==> src/rtl/prt_rev_rx_pkg.sv <==
package prt_rev_rx_pkg;
  typedef enum logic [2:0] {
    ST_IDLE,
    ST_REQ,
    ST_OPEN,
    ST_STROBED,
    ST_HOLD
  } rx_state_e;
endpackage

==> src/rtl/prt_rev_rx_sync.sv <==
module prt_rev_rx_sync #(
  parameter int          W       = 1,
  parameter int          STAGES  = 2,
  parameter logic [W-1:0] RST_VAL = '0
) (
  input  logic         clk_i,
  input  logic         rst_ni,
  input  logic [W-1:0] d_i,
  output logic [W-1:0] q_o
);
  logic [W-1:0] pipe_q [STAGES];

  for (genvar s = 0; s < STAGES; s++) begin : g_stage
    if (s == 0) begin : g_first
      always_ff @(posedge clk_i or negedge rst_ni) begin
        if (!rst_ni) pipe_q[s] <= RST_VAL;
        else         pipe_q[s] <= d_i;
      end
    end else begin : g_next
      always_ff @(posedge clk_i or negedge rst_ni) begin
        if (!rst_ni) pipe_q[s] <= RST_VAL;
        else         pipe_q[s] <= pipe_q[s-1];
      end
    end
  end

  assign q_o = pipe_q[STAGES-1];
endmodule

==> src/rtl/prt_rev_rx_fsm.sv <==
module prt_rev_rx_fsm
  import prt_rev_rx_pkg::*;
(
  input  logic clk_i,
  input  logic rst_ni,
  input  logic en_i,
  input  logic grant_n_i,   // synchronized
  input  logic strobe_i,    // synchronized
  input  logic slot_full_i,
  output logic req_no,
  output logic ack_o,
  output logic type_we_o,
  output logic data_we_o,
  output logic push_o
);
  rx_state_e state_q, state_d;
  logic      strobe_d;
  logic      fall, rise;

  always_ff @(posedge clk_i or negedge rst_ni) begin
    if (!rst_ni) begin
      state_q  <= ST_IDLE;
      strobe_d <= 1'b1;
    end else begin
      state_q  <= state_d;
      strobe_d <= strobe_i;
    end
  end

  assign fall = strobe_d & ~strobe_i;
  assign rise = ~strobe_d & strobe_i;

  always_comb begin
    state_d   = state_q;
    type_we_o = 1'b0;
    data_we_o = 1'b0;
    push_o    = 1'b0;
    unique case (state_q)
      ST_IDLE:  if (en_i) state_d = ST_REQ;
      ST_REQ: begin
        if (!en_i)          state_d = ST_IDLE;
        else if (!grant_n_i) state_d = ST_OPEN;
      end
      ST_OPEN: begin
        // a started byte wins over a release
        if (fall) begin
          type_we_o = 1'b1;
          state_d   = ST_STROBED;
        end else if (!en_i) begin
          state_d = ST_IDLE;
        end
      end
      ST_STROBED: if (rise) begin
        data_we_o = 1'b1;
        state_d   = ST_HOLD;
      end
      ST_HOLD: if (!slot_full_i) begin
        push_o  = 1'b1;
        state_d = en_i ? ST_OPEN : ST_IDLE;
      end
      default: state_d = ST_IDLE;
    endcase
  end

  assign req_no = (state_q == ST_IDLE);
  assign ack_o  = (state_q == ST_STROBED) || (state_q == ST_HOLD);
endmodule

==> src/rtl/prt_rev_rx_slot.sv <==
module prt_rev_rx_slot #(
  parameter int DATA_W = 8
) (
  input  logic              clk_i,
  input  logic              rst_ni,
  input  logic              type_we_i,
  input  logic              cmd_i,
  input  logic              data_we_i,
  input  logic [DATA_W-1:0] data_i,
  input  logic              push_i,
  input  logic              ready_i,
  output logic              valid_o,
  output logic [DATA_W-1:0] byte_o,
  output logic              is_cmd_o
);
  logic              cap_cmd_q;
  logic [DATA_W-1:0] cap_data_q;

  always_ff @(posedge clk_i or negedge rst_ni) begin
    if (!rst_ni) begin
      cap_cmd_q  <= 1'b0;
      cap_data_q <= '0;
      valid_o    <= 1'b0;
      byte_o     <= '0;
      is_cmd_o   <= 1'b0;
    end else begin
      if (type_we_i) cap_cmd_q  <= cmd_i;
      if (data_we_i) cap_data_q <= data_i;
      if (push_i) begin
        valid_o  <= 1'b1;
        byte_o   <= cap_data_q;
        is_cmd_o <= cap_cmd_q;
      end else if (valid_o && ready_i) begin
        valid_o <= 1'b0;
      end
    end
  end
endmodule

==> src/rtl/prt_rev_rx.sv <==
module prt_rev_rx #(
  parameter int DATA_W      = 8,
  parameter int SYNC_STAGES = 2
) (
  input  logic              clk_i,
  input  logic              rst_ni,
  input  logic              rev_en_i,
  input  logic              ack_rev_ni,
  input  logic              pclk_i,
  input  logic              pack_i,
  input  logic [DATA_W-1:0] pdata_i,
  input  logic              ready_i,
  output logic              rev_req_no,
  output logic              host_ack_o,
  output logic              valid_o,
  output logic [DATA_W-1:0] byte_o,
  output logic              is_cmd_o
);
  localparam int SW = DATA_W + 3;

  logic [SW-1:0]     raw, synced;
  logic              grant_n_s, strobe_s, pack_s;
  logic [DATA_W-1:0] data_s;
  logic              type_we, data_we, push;

  assign raw = {ack_rev_ni, pclk_i, pack_i, pdata_i};

  prt_rev_rx_sync #(
    .W(SW), .STAGES(SYNC_STAGES), .RST_VAL({SW{1'b1}})
  ) u_sync (
    .clk_i(clk_i), .rst_ni(rst_ni), .d_i(raw), .q_o(synced)
  );

  assign {grant_n_s, strobe_s, pack_s, data_s} = synced;

  prt_rev_rx_fsm u_fsm (
    .clk_i      (clk_i),
    .rst_ni     (rst_ni),
    .en_i       (rev_en_i),
    .grant_n_i  (grant_n_s),
    .strobe_i   (strobe_s),
    .slot_full_i(valid_o),
    .req_no     (rev_req_no),
    .ack_o      (host_ack_o),
    .type_we_o  (type_we),
    .data_we_o  (data_we),
    .push_o     (push)
  );

  prt_rev_rx_slot #(.DATA_W(DATA_W)) u_slot (
    .clk_i    (clk_i),
    .rst_ni   (rst_ni),
    .type_we_i(type_we),
    .cmd_i    (~pack_s),
    .data_we_i(data_we),
    .data_i   (data_s),
    .push_i   (push),
    .ready_i  (ready_i),
    .valid_o  (valid_o),
    .byte_o   (byte_o),
    .is_cmd_o (is_cmd_o)
  );
endmodule

==> config.mk <==
export PLATFORM = sky130hd
export DESIGN_NAME = prt_rev_rx
export DESIGN_NICKNAME = d
export VERILOG_FILES = /design/src/rtl/prt_rev_rx_pkg.sv /design/src/rtl/prt_rev_rx_sync.sv /design/src/rtl/prt_rev_rx_fsm.sv /design/src/rtl/prt_rev_rx_slot.sv /design/src/rtl/prt_rev_rx.sv
export SDC_FILE = /design/constraint.sdc
export NUM_CORES = 1
export LEC_CHECK = 0
export CORE_MARGIN = 3
export CORE_UTILIZATION = 54
export CTS_CLUSTER_SIZE = 12
export DETAILED_ROUTE_END_ITERATION = 8
export PLACE_DENSITY = 0.81
export SLEW_MARGIN = 10
export SYNTH_ARGS = -nofsm -noshare
export SYNTH_HDL_FRONTEND = slang
export SYNTH_SLANG_ARGS = --single-unit
==> constraint.sdc <==
create_clock -name clk_i -period 2.9 [get_ports clk_i]
set_input_delay 0.435 -clock clk_i [delete_from_list [all_inputs] [get_ports clk_i]]
set_output_delay 0.435 -clock clk_i [all_outputs]
set_load 0.02 [all_outputs]
==> impl_metrics.tcl <==
set metrics [dict create \
    netlist_instances 93 \
    htreeDepth 2 \
    cts_tree "done" \
    synth_top_flop_cell "dfstp_2" \
    syn_nets 108 \
    finalClockSkew_ps 3.50 \
    start_kind "flip-flop" \
    postLayoutSetupSlackWorst_ps 383 \
    seq_area_um2 1150 \
    clkSinkCount 45 \
    met3WireLength_um 141 \
    worst_slew_pin_slew_ps 933 \
    clock_latency_ps 350 \
    multi_input_area_um2 385 \
    ir_worst_vdd_mv 0.635 \
    dieHeight_um 59.8 \
    yosys-top-cells-area "dfstp_2, dfrtp_1, mux2_2, nor2_8, o211ai_1" \
    hp-class "in2async" \
    cap_violations 0 \
    powerDensity_nw_per_um2 824 \
    fillCellCount 163 \
    vias_per_cell 5.28 \
    cts_root_buf "clkbuf_4" \
    synth-edff-count 0 \
    grt.overflow.total 0 \
    routed_wl_mm 2.41 \
    antenna_left 0 \
    required_ps 2470 \
    end_kind "output pin" \
    max_freq_mhz 397 \
    layout-drive-gt1-share 0.448 \
    slew_viol_final 0 \
    remaining_drc_errors 0 \
    finalSetupTns_ps 0 \
    track_usage 0.160 \
    synthDistinctLibCells 27 \
    grt_max_degree 46 \
    grt_pass1_vias 812 \
    arrival_ps 2080 \
    min_period_ps 2520 \
    clockBufferDepth 2 \
    syn2layout_area_growth_pct 22.5 \
    grt_pass1_wl_mm 3.95 \
    path_max_fanout 9 \
    synthTopCellsByCount "dfstp_2, dfrtp_1, mux2_2" \
    stdcell_count 155 \
    synth_top_area_frac 0.386 \
    cts.clk_slew.worst_paths_ps 120 \
    placedCellCount 147 \
    synth-warning-count 0 \
    synth_seq_area_share 0.738 \
    fin_nets 139 \
    dpl.hpwl_mm 1.66 \
    row_count 18 \
    io_pins 27 \
    synth-seq-cells 45 \
    finalSetupViolations 0 \
    period_share 0.868 \
    cts_made_buffers 5 \
    port_buffers 26 \
    die_width_um 59.8 \
    hold_buffers 0 \
    post_cts_buffers 0 \
    drt_iter0_drc 40 \
    pre_cts_slack_ps 779 \
    core_area_um2 2610 \
    wl_met2_mm 1.19 \
    dr.pass1.iters 4 \
    syn_area_per_cell_um2 16.8 \
    critPathKind "reg2out" \
    p_leak_nw 0.844 \
    rsz0062_at_grt "false" \
    die_area_um2 3580 \
    n_antenna_cell 0 \
    synth_top_cell_by_area "dfstp_2" \
    hold_viol_final 0 \
    m1WireLength_mm 1.04 \
    post_cts_resized 0 \
    initial_core_util 0.599 \
    outcome "completed" \
    maxSlewHeadroom 0.378 \
    synth_area_um2 1570 \
    route.vias.total 819 \
    highest_layer "met4" \
    wl_per_cell_um 15.6 \
    antenna_found_initial 0 \
    async_flop_share 1.00 \
    utilization 0.734 \
    gp_congestion 0.736 \
    synth.most_common_cell "dfstp_2" \
]
-- cell usage in the layout, fill, tap and decap left out --
cell,instances
a221oi_1,1
nor2_1,1
nor3_1,1
inv_1,3
mux2i_1,1
buf_2,1
nand3_1,1
clkbuf_8,2
nor2_8,1
nand2_1,2
a31o_2,1
dfrtp_1,22
a21oi_1,1
or3_4,1
nor2b_1,2
clkbuf_4,5
nor4b_1,1
xor2_1,1
nand3b_1,1
a2111oi_0,1
inv_2,1
clkdlybuf4s50_1,25
o31ai_1,1
dfstp_2,23
nor2_2,1
clkinv_2,1
mux2_2,18
o211ai_1,2
o21bai_1,1
or2b_2,1
o22ai_1,1
-- sequential cells by signal, indices dropped and copies added, names as in the netlist --
register,count
u_fsm.state_q,3
u_fsm.strobe_d,1
u_slot.byte_o,8
u_slot.cap_cmd_q,1
u_slot.cap_data_q,8
u_slot.is_cmd_o,1
u_slot.valid_o,1
u_sync.pipe_q,11
u_sync.q_o,11
-- cells by family after synthesis --
kind of cell,Yosys count,synth area share
flip-flops,45,0.738
buffers and inverters,6,0.0160
XOR/XNOR,1,0.00560
AND/OR/NAND/NOR,13,0.0615
multiplexers,19,0.136
AO/OA/AOI/OAI,9,0.0432
-- path summary, 6_finish.rpt --
path                                   start          endpoint  slack, ps  cells past startpoint
max                         u_fsm.state_q[0]        host_ack_o        380                      4
min reg2reg                u_sync.pipe_q[17]     u_sync.q_o[6]        360                      0
max in group asynchronous             rst_ni  u_slot.byte_o[0]       2110                      1
min                                   rst_ni  u_fsm.state_q[1]        210                      1
min in group clk_i         u_sync.pipe_q[17]     u_sync.q_o[6]        360                      0
max reg2reg                    u_sync.q_o[9]  u_fsm.state_q[1]       1120                      3
-- per-layer routing --
| metal | vias up | track usage |
|---|---|---|
| met4 | 0 | 0.0570 |
| met1 | 408 | 0.207 |
| met5 | - | 0 |
| met2 | 24 | 0.242 |
| met3 | 3 | 0.0670 |
| li1 | 384 | - |
-- metrics by stage --
step / hold WS, ps / total power [mW] / area [um^2]
4_1_cts: 233 / 1.60 / 1920
3_5_place_dp: 347 / 1.27 / 1850
3_3_place_gp: 345 / 1.24 / 1850
2_1_floorplan: 139 / 1.08 / 1570
5_1_grt: 264 / 1.66 / 1920
6_report: 215 / 1.58 / 1920
-- power breakdown --
group	switching, mW	internal [mW]
Combinational	0.184	0.227
Clock	0.185	0.141
Sequential	0.0809	0.765
-- worst max-delay path: stages, from the launching register on --
cell and delay (ps):
dfrtp_1 520, inv_1 120, or3_4 420, nand2_1 80
clkdlybuf4s50_1 600
-- final cells by class --
class | count | area share
flip-flops and latches | 45 | 0.602
multi-input cells | 42 | 0.201
repair buffers | 26 | 0.133
clock buffers | 7 | 0.0339
well taps | 30 | 0.0196
inverters | 4 | 0.00783
clock inverters | 1 | 0.00261
No activity file was read; power rests on OpenSTA's default activity.
